`src/rtl/fsrb_pkg.sv`:
```
package fsrb_pkg;

    localparam int DATA_W       = 8;
    localparam int OFF_W        = 5;
    localparam int ADDR_W       = OFF_W + 1;
    localparam int GAMMA_PTS    = 10;
    localparam int HD_CGMS_REGS = 3;
    localparam int SD_CC_REGS   = 4;

    localparam int GAMMA_REGS   = 2 * GAMMA_PTS;
    localparam int HD_NREG      = GAMMA_REGS + HD_CGMS_REGS;
    localparam int SD_YSCALE    = GAMMA_REGS;
    localparam int SD_CRSCALE   = GAMMA_REGS + 1;
    localparam int SD_CBSCALE   = GAMMA_REGS + 2;
    localparam int SD_BRIGHT    = GAMMA_REGS + 3;
    localparam int SD_CC_BASE   = GAMMA_REGS + 4;
    localparam int SD_CPROT     = SD_CC_BASE + SD_CC_REGS;
    localparam int SD_NREG      = SD_CPROT + 1;
    localparam int HD_BUS_W     = HD_NREG * DATA_W;
    localparam int SD_BUS_W     = SD_NREG * DATA_W;
    localparam int CPROT_BITS   = 6;

    typedef enum logic {
        DOM_HD = 1'b0,
        DOM_SD = 1'b1
    } dom_e;

    typedef struct packed {
        logic               valid;
        dom_e               dom;
        logic [OFF_W-1:0]   off;
        logic [DATA_W-1:0]  data;
    } host_wr_t;

    function automatic logic [DATA_W-1:0] reg_default(dom_e d, int idx);
        if (idx < GAMMA_REGS)
            return DATA_W'(((idx % GAMMA_PTS) + 1) * 16);
        if (d == DOM_SD && idx >= SD_YSCALE && idx <= SD_CBSCALE)
            return DATA_W'(8'h80);
        return '0;
    endfunction

    function automatic logic [DATA_W-1:0] reg_mask(dom_e d, int idx);
        if (d == DOM_SD && idx == SD_CPROT)
            return DATA_W'((1 << CPROT_BITS) - 1);
        return '1;
    endfunction

endpackage

```
`src/rtl/fsrb_host_decode.sv`:
```
module fsrb_host_decode
    import fsrb_pkg::*;
(
    input  logic              wr_en,
    input  logic [ADDR_W-1:0] wr_addr,
    input  logic [DATA_W-1:0] wr_data,
    output host_wr_t          req,
    output logic              hd_hit,
    output logic              sd_hit
);
    localparam logic [OFF_W-1:0] HD_LAST = OFF_W'(HD_NREG - 1);
    localparam logic [OFF_W-1:0] SD_LAST = OFF_W'(SD_NREG - 1);

    always_comb begin
        req.valid = wr_en;
        req.dom   = dom_e'(wr_addr[ADDR_W-1]);
        req.off   = wr_addr[OFF_W-1:0];
        req.data  = wr_data;
        hd_hit    = req.valid && (req.dom == DOM_HD) && (req.off <= HD_LAST);
        sd_hit    = req.valid && (req.dom == DOM_SD) && (req.off <= SD_LAST);
    end
endmodule

```
`src/rtl/fsrb_field_timer.sv`:
```
module fsrb_field_timer #(
    parameter int VBLANK_LINES = 20
) (
    input  logic clk,
    input  logic rst,
    input  logic field_start,
    input  logic line_start,
    input  logic active_video,
    output logic commit
);
    localparam int             LW   = (VBLANK_LINES > 2) ? $clog2(VBLANK_LINES) : 1;
    localparam logic [LW-1:0]  LAST = LW'(VBLANK_LINES - 1);
    localparam logic [LW-1:0]  PRE  = LW'(VBLANK_LINES - 2);

    logic [LW-1:0] line_idx;

    // The counter rests saturated at LAST, so no commit fires before the first field.
    always_ff @(posedge clk) begin
        if (rst)
            line_idx <= LAST;
        else if (field_start)
            line_idx <= '0;
        else if (line_start && line_idx != LAST)
            line_idx <= line_idx + 1'b1;
    end

    assign commit = line_start && !field_start && !active_video && (line_idx == PRE);
endmodule

```
`src/rtl/fsrb_domain.sv`:
```
module fsrb_domain
    import fsrb_pkg::*;
#(
    parameter dom_e DOM  = DOM_HD,
    parameter int   NREG = HD_NREG
) (
    input  logic                    clk,
    input  logic                    rst,
    input  logic                    buf_en,
    input  logic                    commit,
    input  logic                    wr_hit,
    input  logic [OFF_W-1:0]        wr_off,
    input  logic [DATA_W-1:0]       wr_data,
    output logic [NREG*DATA_W-1:0]  active_flat,
    output logic [NREG*DATA_W-1:0]  shadow_flat
);
    for (genvar i = 0; i < NREG; i++) begin : g_reg
        localparam logic [DATA_W-1:0] DEF  = reg_default(DOM, i);
        localparam logic [DATA_W-1:0] MASK = reg_mask(DOM, i);

        logic [DATA_W-1:0] sh_q, sh_d, ac_q, ac_d;

        always_comb begin
            sh_d = sh_q;
            if (wr_hit && wr_off == OFF_W'(i))
                sh_d = wr_data & MASK;
        end

        // Buffered: take the old shadow on commit. Unbuffered: follow the shadow input.
        always_comb begin
            if (buf_en)
                ac_d = commit ? sh_q : ac_q;
            else
                ac_d = sh_d;
        end

        always_ff @(posedge clk) begin
            if (rst) begin
                sh_q <= DEF;
                ac_q <= DEF;
            end else begin
                sh_q <= sh_d;
                ac_q <= ac_d;
            end
        end

        assign active_flat[i*DATA_W +: DATA_W] = ac_q;
        assign shadow_flat[i*DATA_W +: DATA_W] = sh_q;
    end
endmodule

```
`src/rtl/fieldsync_regbank.sv`:
```
module fieldsync_regbank
    import fsrb_pkg::*;
#(
    parameter int VBLANK_LINES = 20
) (
    input  logic                clk,
    input  logic                rst,
    input  logic                wr_en,
    input  logic [ADDR_W-1:0]   wr_addr,
    input  logic [DATA_W-1:0]   wr_data,
    input  logic                field_start,
    input  logic                line_start,
    input  logic                active_video,
    input  logic                hd_buf_en,
    input  logic                sd_buf_en,
    output logic [HD_BUS_W-1:0] hd_active,
    output logic [SD_BUS_W-1:0] sd_active
);
    host_wr_t            req;
    logic                hd_hit, sd_hit;
    logic                commit;
    logic [HD_BUS_W-1:0] hd_shadow;
    logic [SD_BUS_W-1:0] sd_shadow;

    fsrb_host_decode u_dec (
        .wr_en   (wr_en),
        .wr_addr (wr_addr),
        .wr_data (wr_data),
        .req     (req),
        .hd_hit  (hd_hit),
        .sd_hit  (sd_hit)
    );

    fsrb_field_timer #(.VBLANK_LINES(VBLANK_LINES)) u_tmr (
        .clk          (clk),
        .rst          (rst),
        .field_start  (field_start),
        .line_start   (line_start),
        .active_video (active_video),
        .commit       (commit)
    );

    fsrb_domain #(.DOM(DOM_HD), .NREG(HD_NREG)) u_hd (
        .clk         (clk),
        .rst         (rst),
        .buf_en      (hd_buf_en),
        .commit      (commit),
        .wr_hit      (hd_hit),
        .wr_off      (req.off),
        .wr_data     (req.data),
        .active_flat (hd_active),
        .shadow_flat (hd_shadow)
    );

    fsrb_domain #(.DOM(DOM_SD), .NREG(SD_NREG)) u_sd (
        .clk         (clk),
        .rst         (rst),
        .buf_en      (sd_buf_en),
        .commit      (commit),
        .wr_hit      (sd_hit),
        .wr_off      (req.off),
        .wr_data     (req.data),
        .active_flat (sd_active),
        .shadow_flat (sd_shadow)
    );
endmodule

```
`config.mk`:
```
export PLATFORM = sky130hd
export DESIGN_NAME = fieldsync_regbank
export DESIGN_NICKNAME = d
export VERILOG_FILES = /design/src/rtl/fsrb_pkg.sv /design/src/rtl/fsrb_host_decode.sv /design/src/rtl/fsrb_field_timer.sv /design/src/rtl/fsrb_domain.sv /design/src/rtl/fieldsync_regbank.sv
export SDC_FILE = /design/constraint.sdc
export NUM_CORES = 1
export LEC_CHECK = 0
export ABC_AREA = 1
export BUFFER_PORTS_ARGS = -buffer_cell sky130_fd_sc_hd__buf_2
export CAP_MARGIN = 10
export CORE_MARGIN = 1.5
export CORE_UTILIZATION = 25
export CTS_BUF_LIST = sky130_fd_sc_hd__clkbuf_2
export CTS_CLUSTER_SIZE = 16
export DETAILED_ROUTE_END_ITERATION = 10
export PLACE_DENSITY = 0.49
export SETUP_SLACK_MARGIN = 0.02
export SLEW_MARGIN = 40
export SYNTH_ARGS = -nofsm -noshare
export SYNTH_HDL_FRONTEND = slang
export SYNTH_SLANG_ARGS = --single-unit
export TNS_END_PERCENT = 20
```
`constraint.sdc`:
```
create_clock -name clk -period 2.1 [get_ports clk]
set_clock_uncertainty 0.2 [all_clocks]
set_input_delay 0.105 -clock clk [delete_from_list [all_inputs] [get_ports clk]]
set_output_delay 0.105 -clock clk [all_outputs]
set_load 0.02 [all_outputs]
```
==> results of run 1 <==
-- flip-flops by register name (all words and copies together), names as in the netlist --
signal,cells
u_sd.g.ac_q,232
u_tmr.line_idx,5
u_sd.g.sh_q,232
u_hd.g.sh_q,184
u_hd.g.ac_q,184
-- cells in the mapped netlist, drive strengths merged --
library cell,instances
clkbuf,228
nand3,1020
inv,220
clkinv,5
o211ai,2
and3,16
buf,188
a211oi,4
nand4,61
a21oi,304
nor2,122
dfxtp,837
and2,5
o21ai,241
nand2,2159
ha,2
nand3b,11
or2,6
-- power by group through the flow --
stage,combinational [mW],clock (mW),sequential (mW)
floorplan,1.32,0,16.7
global placement,2.69,0,16.7
detailed placement,2.70,0,16.7
CTS,3.00,13.2,16.2
global route,3.27,14.0,16.2
finish,3.05,12.7,16.2
-- worst paths after layout --
check | startpoint | endpoint | slack [ns]
worst min-delay path | wr_addr[4] | u_sd.g_reg[21].sh_q[5]$_SDFF_PP0_ | 0.16
worst max-delay path | wr_addr[3] | u_sd.g_reg[6].sh_q[1]$_SDFF_PP0_ | -0.72
worst max register to register | u_tmr.line_idx[0]$_SDFFE_PP1P_ | u_sd.g_reg[22].ac_q[5]$_SDFFE_PP0P_ | 0.01
worst min register to register | u_hd.g_reg[18].sh_q[7]$_SDFF_PP1_ | u_hd.g_reg[18].ac_q[7]$_SDFFE_PP1P_ | 0.18
-- metrics by stage --
| stage | total power [mW] | utilization (%) |
|---|---|---|
| 2_1_floorplan | 18.1 | - |
| 3_3_place_gp | 19.3 | 29.3 |
| 3_5_place_dp | 19.4 | 29.3 |
| 4_1_cts | 32.4 | 33.3 |
| 5_1_grt | 33.5 | 34.2 |
| 6_report | 31.9 | 34.2 |
-- layout make-up --
cell class | count | area share, %
sequential | 837 | 35.4
multi-input combinational | 3953 | 34.8
timing repair buffer | 829 | 18.7
tap | 1917 | 4.82
clock buffer | 354 | 3.56
inverter | 225 | 1.77
clock inverter | 72 | 0.855
antenna | 9 | 0.0452
-- repair_timing --
item	in CTS	in global routing
gates cloned	0	0
setup endpoints to repair	450	1027
endpoints found under the hold margin	837	539
hold buffers	128	6
pin swaps	0	2
setup buffers	0	17
gates resized for setup	895	572
-- critical path, cell delays in order --
cell and delay, ns:
sky130_fd_sc_hd__buf_2 0.10, sky130_fd_sc_hd__dlygate4sd3_1 0.61, sky130_fd_sc_hd__dlymetal6s4s_1 0.30, sky130_fd_sc_hd__dlygate4sd3_1 0.58
sky130_fd_sc_hd__inv_1 0.09, sky130_fd_sc_hd__nand2_1 0.06, sky130_fd_sc_hd__dlygate4sd3_1 0.65, sky130_fd_sc_hd__nor2_2 0.19
sky130_fd_sc_hd__buf_12 0.16, sky130_fd_sc_hd__dlygate4sd3_1 0.96, sky130_fd_sc_hd__nand3_1 0.18, sky130_fd_sc_hd__nand2_1 0.11
sky130_fd_sc_hd__nor2_1 0.04
-- routing by layer --
metal	up-vias	GRT usage (%)	share of wire [%]
met1	18250	27.2	45
li1	19131	-	-
met5	-	0	0.033
met3	269	4.52	6.2
met2	1092	32.9	46
met4	8	8.61	3.6
-- logic make-up (layout without fill, tap and decap cells) --
group | Yosys count | in the layout
AOI/OAI and AO/OA | 551 | 551
adders and majority gates | 2 | 2
buffers and inverters | 641 | 1480
DFF | 837 | 837
other | 0 | 9
and+or+nand+nor | 3400 | 3400
==> reports/results.txt, run 1 <==
The run finished, with violations left. The final reports fail on setup timing. When the netlist entered floorplanning its net count stood at 5455. After clock tree synthesis, the clock-pin slew on the worst setup and hold paths is 0.10 ns. In this run the cell area of the synthesized design comes to 0.0365 mm2.

The aggregate global routing overflow is 0, and the number of antenna violations at the first check in global routing is 14. TritonCTS built the clock tree. Setup total negative slack on the finished layout was measured at -216.87 ns. For the layout filler cell count, the log shows 15672.

The complex-gate fraction of the synthesized area came out at 7.59%. The number of cells on the worst reg-to-reg path is 12. The worst setup path is captured at a flip-flop. The transition at the pin with the smallest max-transition slack works out to 1.12 ns.

The share of synthesized cell area in and, or, nand and nor gates was 39.5%; the final number of max-transition violations was 0. The die extent in x is 385 um. The number of max-cap violations came out at 0. The cell count after synthesis came out at 5431. After floorplanning, the core was divided into 140 placement rows. The endpoint arrival time on the critical path was 4.15 ns. The area growth from synthesis to layout was 36.2%. The internal cell power was 22.0 mW. The maximum achievable frequency is 355 MHz. STA classifies the critical path startpoint as a primary input. The number of H-tree levels was 4. The final layout contains 6107 nets. Summed over all cells, the static leakage comes to 24.1 nW. 438 I/O pins were placed. During synthesis, Yosys emitted a total of 0 warnings. Entering global routing, the biggest net connects 114 pins. Of the available clock period, the critical path in the final layout requires 134%. Setup repair after global routing could not meet its margin everywhere. The detail-routed net length per standard cell is 19.4 um. The tools report the count of endpoints failing hold in the final timing report as 0.

After floorplanning, the core was sized to cover 0.145 mm2. The run gives 3 as the maximum clock insertion buffer count. The run gives 0.0176 mm2 as the sequential standard cell area.

The master cell of the clock root buffer is sky130_fd_sc_hd__clkbuf_2. For this configuration, the core starts out at a cell density of 25.1%. The count of buffers added on input and output ports is 437. For the via count of the first global-routing pass, the log shows 36539. After Yosys synthesis, XOR and XNOR cells account for 0% of the synthesized area. The remaining number of nets flagged by the antenna check after routing is 0. The final setup violation count is 824. The congestion estimate from routability-driven global placement came to 0.809. The vertical extent of the die was 385 um. The post-route standard cell area excluding fillers was 0.0498 mm2. The tools report the latest clock arrival within the worst-skew pair as 1.74 ns.

The number of sinks on the clock net was 837; the time the worst path needs with I/O delays and setup was 2.82 ns. The adder and majority cell fraction of the synthesized area works out to 0.0685%. The routed layout has 38750 vias. CTS buffer count: 237. The tools report the headroom to the max-slew limit as 25.4%. In this run the power density over the cells is 641 mW/mm2. Dividing the detail-routed via count by the number of cells gives 4.73. The worst slack on hold paths came out at 0.159 ns. The part of the power in the clock network is 39.7%, and the first-pass iteration count of the detailed router is 6.

The final instance count without filler cells came out at 8196. The worst hold path belongs to the class in2reg. Sorting the synthesized cells by area gives the leading types as sky130_fd_sc_hd__dfxtp_1 (46%), sky130_fd_sc_hd__nand2_1 (22%), sky130_fd_sc_hd__nand3_1 (14%). In the layout the commonest cells are sky130_fd_sc_hd__nand2_1 (2155), sky130_fd_sc_hd__nand3_1 (1003), sky130_fd_sc_hd__dfxtp_1 (424), sky130_fd_sc_hd__buf_6 (400), sky130_fd_sc_hd__clkbuf_2 (357).

The cell accounting for the most synthesized area was sky130_fd_sc_hd__dfxtp_1. Total placed instance area: 0.0426 mm2. Across every metal layer, demand over resource in global routing totals 20.8%. The setup path with the least slack is of type in2reg.

The pre-CTS worst setup slack was -0.0357 ns; the wire length of the first global-routing pass was 233 mm. The final layout contains routed wiring with a total length of 159 mm. The area used by multi-input combinational logic is 0.0173 mm2.

The total placed cells including tap cells is 7624, and the distinct cell type count after synthesis is 27. Detailed placement ended at an HPWL of 102 mm. The iteration-0 DRC count of the detailed router was 2515. Most common cell after layout, fill and taps aside: sky130_fd_sc_hd__nand2_1. VDD sags by at most 0.440 mV.

The relative contribution of combinational cells to total power is 9.6%, and the switching power of the nets is 9.93 mW. Sequential cells burn 50.7% of the power. Of the synthesized area, sequential elements account for 45.9%. By area, the combinational part of the netlist is dominated by simple AND/OR/NAND/NOR gates. Multiplexer cells account for 0% of the synthesized area. For this run, design rule violations remaining after detail routing come to 0. The worst-path maximum fanout was 5; the flop and latch count out of synthesis was 837. The synthesized area per cell was 6.73 um2; the worst endpoint required time was 3.44 ns. The smallest setup slack after layout is -0.716 ns. For the overall die area, the log shows 0.148 mm2. The fraction of layout cells with a size suffix above 1 works out to 25.2%. Net switching is 31.1% of the power. The share of synthesized area in the top cell type comes to 45.9%.

Number of cells on the worst hold path: 8.
No activity file was read; power rests on OpenSTA's default activity.
==> run 2, diff against run 1 <==
Clock period 2.1 ns to 3.1 ns, I/O delays scaled along.
==> reports/results.txt, run 2 (synthesized netlist as in run 1, its figures left out) <==
The run gives -0.121 ns (was -216.87 ns) as the setup TNS. The ratio of total power to cell area is 476 mW/mm2 (was 641 mW/mm2). The switching share of power was 31.4% (was 31.1%); the count of endpoints failing hold in the final timing report was 0 (unchanged). The number of H-tree levels was 4 (unchanged); the worst-path maximum fanout was 20 (was 5). The tools report the internal cell power as 14.5 mW (was 22.0 mW).

The via total after detailed routing was 38196 (was 38750); the maximum clock insertion buffer count was 3 (unchanged). Die extent in x: 385 um (unchanged). The proportion of power drawn by flip-flops and latches was 52.3% (was 50.7%).

Relative contribution of combinational cells to total power: 8.6% (was 9.6%). The final setup violation count came out at 3 (was 824). First-pass iteration count of the detailed router: 6 (unchanged). Cell with the most instances on the worst path: sky130_fd_sc_hd__dlygate4sd3_1 (unchanged).

The switching power of the nets was 6.63 mW (was 9.93 mW); the net total in the final layout was 5959 (was 6107). Largest delay contributor family on the critical path: buffers and inverters (unchanged). The run gives 1.79 ns (was 1.74 ns) as the latest clock arrival within the worst-skew pair. The setup slack of the worst register-to-register path is 0.34 ns (was 0.01 ns). The largest net degree at the start of global routing was 143 (was 114).

Failing checks: setup timing (unchanged). The run gives 0.148 mm2 (unchanged) as the overall die area. The run gives 35377 (was 36539) as the via count of the first global-routing pass. The standard cell core area was 0.145 mm2 (unchanged); the transition at the pin with the smallest max-transition slack was 1.17 ns (was 1.12 ns). The logs give -0.0787 ns (was -0.716 ns) for the smallest setup slack after layout and 438 (unchanged) for the count of boundary I/O pins. For the number of sinks on the clock net, the log shows 837 (unchanged). The kind of start point of the critical path is a primary input (unchanged). Worst setup path startpoint: wr_addr[5] (was wr_addr[3]).

The tools report the detailed-route DRC error count as 0 (unchanged). The maximum achievable frequency is 315 MHz, and the portion of the clock cycle consumed by the worst path in the final layout is 103%. The source of the worst register-to-register timing path was u_tmr.line_idx[0]$_SDFFE_PP1P_ (unchanged). Endpoint arrival time on the critical path: 4.66 ns (was 4.15 ns).

The number of buffer and inverter instances along the worst setup path is 9 (was 8). The area growth from synthesis to layout was 21.3% (was 36.2%); the detailed-placement wirelength estimate was 97.6 mm (was 102 mm). The iteration-0 DRC count of the detailed router came out at 2935 (was 2515). The flow ran to the end, but the final reports show violations. The tools report the final number of max-transition violations as 0 (unchanged).

The tools report the cell row count as 140 (unchanged). The vertical extent of the die was 385 um (unchanged). Classification of the worst setup path: in2reg (unchanged). The worst slack on hold paths was 0.149 ns (was 0.159 ns); the sum of routed wire length over all layers was 158 mm (was 159 mm). Cell at the slowest stage of the critical path: sky130_fd_sc_hd__dlygate4sd3_1 (unchanged). The longest individual stage delay on the worst path was 0.62 ns (was 0.96 ns).

The run gives 0 (unchanged) as the remaining number of nets flagged by the antenna check after routing. Leading registers by flop count: u_sd.g.ac_q: 232 flops, u_sd.g.sh_q: 232 flops (unchanged). TritonCTS built the clock tree. The tools report the endpoint of the worst register-to-register path as u_sd.g_reg[28].ac_q[4]$_SDFFE_PP0P_ (was u_sd.g_reg[22].ac_q[5]$_SDFFE_PP0P_).

Capturing element type of the critical path: a flip-flop (unchanged). Sequence of cells on the critical path: dlygate4sd3_1 > buf_2 > dlygate4sd3_1 > inv_1 > nand3_1 > dlygate4sd3_1 > dlygate4sd3_1 > nor2_4 > buf_12 > nand3_1 > dlygate4sd3_1 > a21oi_1 > dlygate4sd3_1 (was buf_2 > dlygate4sd3_1 > dlymetal6s4s_1 > dlygate4sd3_1 > inv_1 > nand2_1 > dlygate4sd3_1 > nor2_2 > buf_12 > dlygate4sd3_1 > nand3_1 > nand2_1 > nor2_1). Most common cell after layout, fill and taps aside: sky130_fd_sc_hd__nand2_1 (unchanged). The number of cells on the worst hold path was 8 (unchanged); the worst endpoint required time was 4.58 ns (was 3.44 ns). The detail-routed net length per standard cell came out at 19.6 um (was 19.4 um). The fraction of layout cells with a size suffix above 1 was 16.4% (was 25.2%); the number of max-cap violations was 0 (unchanged). Most frequent cells in the layout: sky130_fd_sc_hd__nand2_1 (2156), sky130_fd_sc_hd__nand3_1 (1003), sky130_fd_sc_hd__dfxtp_1 (836), sky130_fd_sc_hd__buf_2 (438), sky130_fd_sc_hd__clkbuf_2 (342) (was sky130_fd_sc_hd__nand2_1 (2155), sky130_fd_sc_hd__nand3_1 (1003), sky130_fd_sc_hd__dfxtp_1 (424), sky130_fd_sc_hd__buf_6 (400), sky130_fd_sc_hd__clkbuf_2 (357)). The tools report the master cell of the clock root buffer as sky130_fd_sc_hd__clkbuf_2 (unchanged). The number of buffer cells added on primary ports was 437 (unchanged); the logic depth of the worst path, buffers included was 13 (unchanged). For the number of antenna violations at the first check in global routing, the log shows 9 (was 14). The tools report the final instance count without filler cells as 8040 (was 8196). The tools report the routability congestion estimate from global placement as 0.800 (was 0.809).

The wire length of the first global-routing pass is 231 mm (was 233 mm). The run gives 0 (unchanged) as the aggregate global routing overflow. Time the worst path needs with I/O delays and setup: 3.18 ns. The starting density of the core is 25.1% (unchanged), and the post-CTS clock slew at the launch and capture registers of the worst setup and hold paths is 0.10 ns (about the same). The number of cells on the worst reg-to-reg path works out to 9 (was 12). For the total placed cells including tap cells, the log shows 7498 (was 7624). The tools report the leakage power summed over all cells as 22.4 nW (was 24.1 nW). The tools report the CTS buffer count as 231 (was 237). The class of the tightest hold or removal check was in2reg (unchanged).

Setup repair after global routing could not meet its margin everywhere. The part of the power in the clock network was 39.0% (was 39.7%). For the all-layer global routing usage, the log shows 20.7% (was 20.8%). The end point of the critical path is u_hd.g_reg[11].sh_q[4]$_SDFF_PP0_ (was u_sd.g_reg[6].sh_q[1]$_SDFF_PP0_).

Headroom to the max-slew limit: 21.8% (was 25.4%). The number of vias per cell after detailed routing is 4.75 (was 4.73), and the largest voltage drop on the vdd net is 0.268 mV (was 0.440 mV).
==> run 2: routing by layer <==
metal	vias to the layer above	GRT usage, %	share of wire [%]
li1	18769	-	-
met1	17874	27.6	45
met2	1265	32.2	45
met3	284	4.26	6.3
met4	4	8.40	3.5
met5	-	0	0.017
==> run 2: worst reg2reg max path: stages (launching register included) <==
cell,delay (ns)
sky130_fd_sc_hd__dfxtp_1,0.35
sky130_fd_sc_hd__inv_1,0.09
sky130_fd_sc_hd__ha_1,0.14
sky130_fd_sc_hd__nand2_1,0.05
sky130_fd_sc_hd__nor2_1,0.29
sky130_fd_sc_hd__nand2_4,0.30
sky130_fd_sc_hd__nand2_1,0.15
sky130_fd_sc_hd__dlygate4sd3_1,0.80
sky130_fd_sc_hd__o21ai_0,0.16
sky130_fd_sc_hd__a21oi_1,0.15
==> run 2: power groups by stage <==
stage          Sequential, mW  Combinational [mW]  Clock (mW)
4_1_cts                  11.0                1.83        8.60
6_report                 11.0                1.82        8.24
3_5_place_dp             11.3                1.68           0
3_3_place_gp             11.3                1.68           0
2_1_floorplan            11.3               0.891           0
5_1_grt                  11.1                1.97        9.17
==> run 2: repair_timing <==
| item | 4_1_cts | 5_1_grt |
|---|---|---|
| setup buffers | 0 | 0 |
| endpoints found under the setup margin | 2 | 19 |
| resized for setup | 1 | 7 |
| gates cloned | 0 | 0 |
| hold buffers | 120 | 2 |
| endpoints found under the hold margin | 837 | 328 |
==> run 2: worst min-delay path by stage <==
stage	slack [ns]	from	end
after floorplan	0.13	field_start	u_tmr.line_idx[3]$_SDFFE_PP0P_
after global placement	0.22	u_sd.g_reg[28].sh_q[7]$_SDFF_PP0_	u_sd.g_reg[28].sh_q[7]$_SDFF_PP0_
after detailed placement	0.22	u_sd.g_reg[28].sh_q[7]$_SDFF_PP0_	u_sd.g_reg[28].sh_q[7]$_SDFF_PP0_
after CTS	0.006	wr_addr[2]	u_sd.g_reg[19].sh_q[3]$_SDFF_PP0_
after global routing	-0.03	wr_addr[3]	u_hd.g_reg[16].sh_q[2]$_SDFF_PP0_
final	0.15	wr_addr[3]	u_hd.g_reg[16].sh_q[1]$_SDFF_PP0_
==> run 2: layout make-up <==
| cell class | instances | area, um2 |
|---|---|---|
| Fill cell | 16070 | 101000 |
| Timing Repair Buffer | 687 | 4900 |
| Sequential cell | 837 | 16800 |
| Clock buffer | 341 | 1710 |
| Clock inverter | 70 | 357 |
| Multi-Input combinational cell | 3953 | 17300 |
| Tap cell | 1917 | 2400 |
| Inverter | 225 | 876 |
| Antenna cell | 10 | 25.0 |
==> run 2: per-stage QoR <==
step	area, um2	setup slack [ns]	power [mW]	util (%)
6_report	44300	-0.0787	21.1	30.5
5_1_grt	44300	0.0211	22.2	30.5
4_1_cts	44300	0.0182	21.5	30.5
3_5_place_dp	40900	0.573	13.0	28.1
3_3_place_gp	40900	0.515	13.0	28.1
2_1_floorplan	36500	1.22	12.2	-
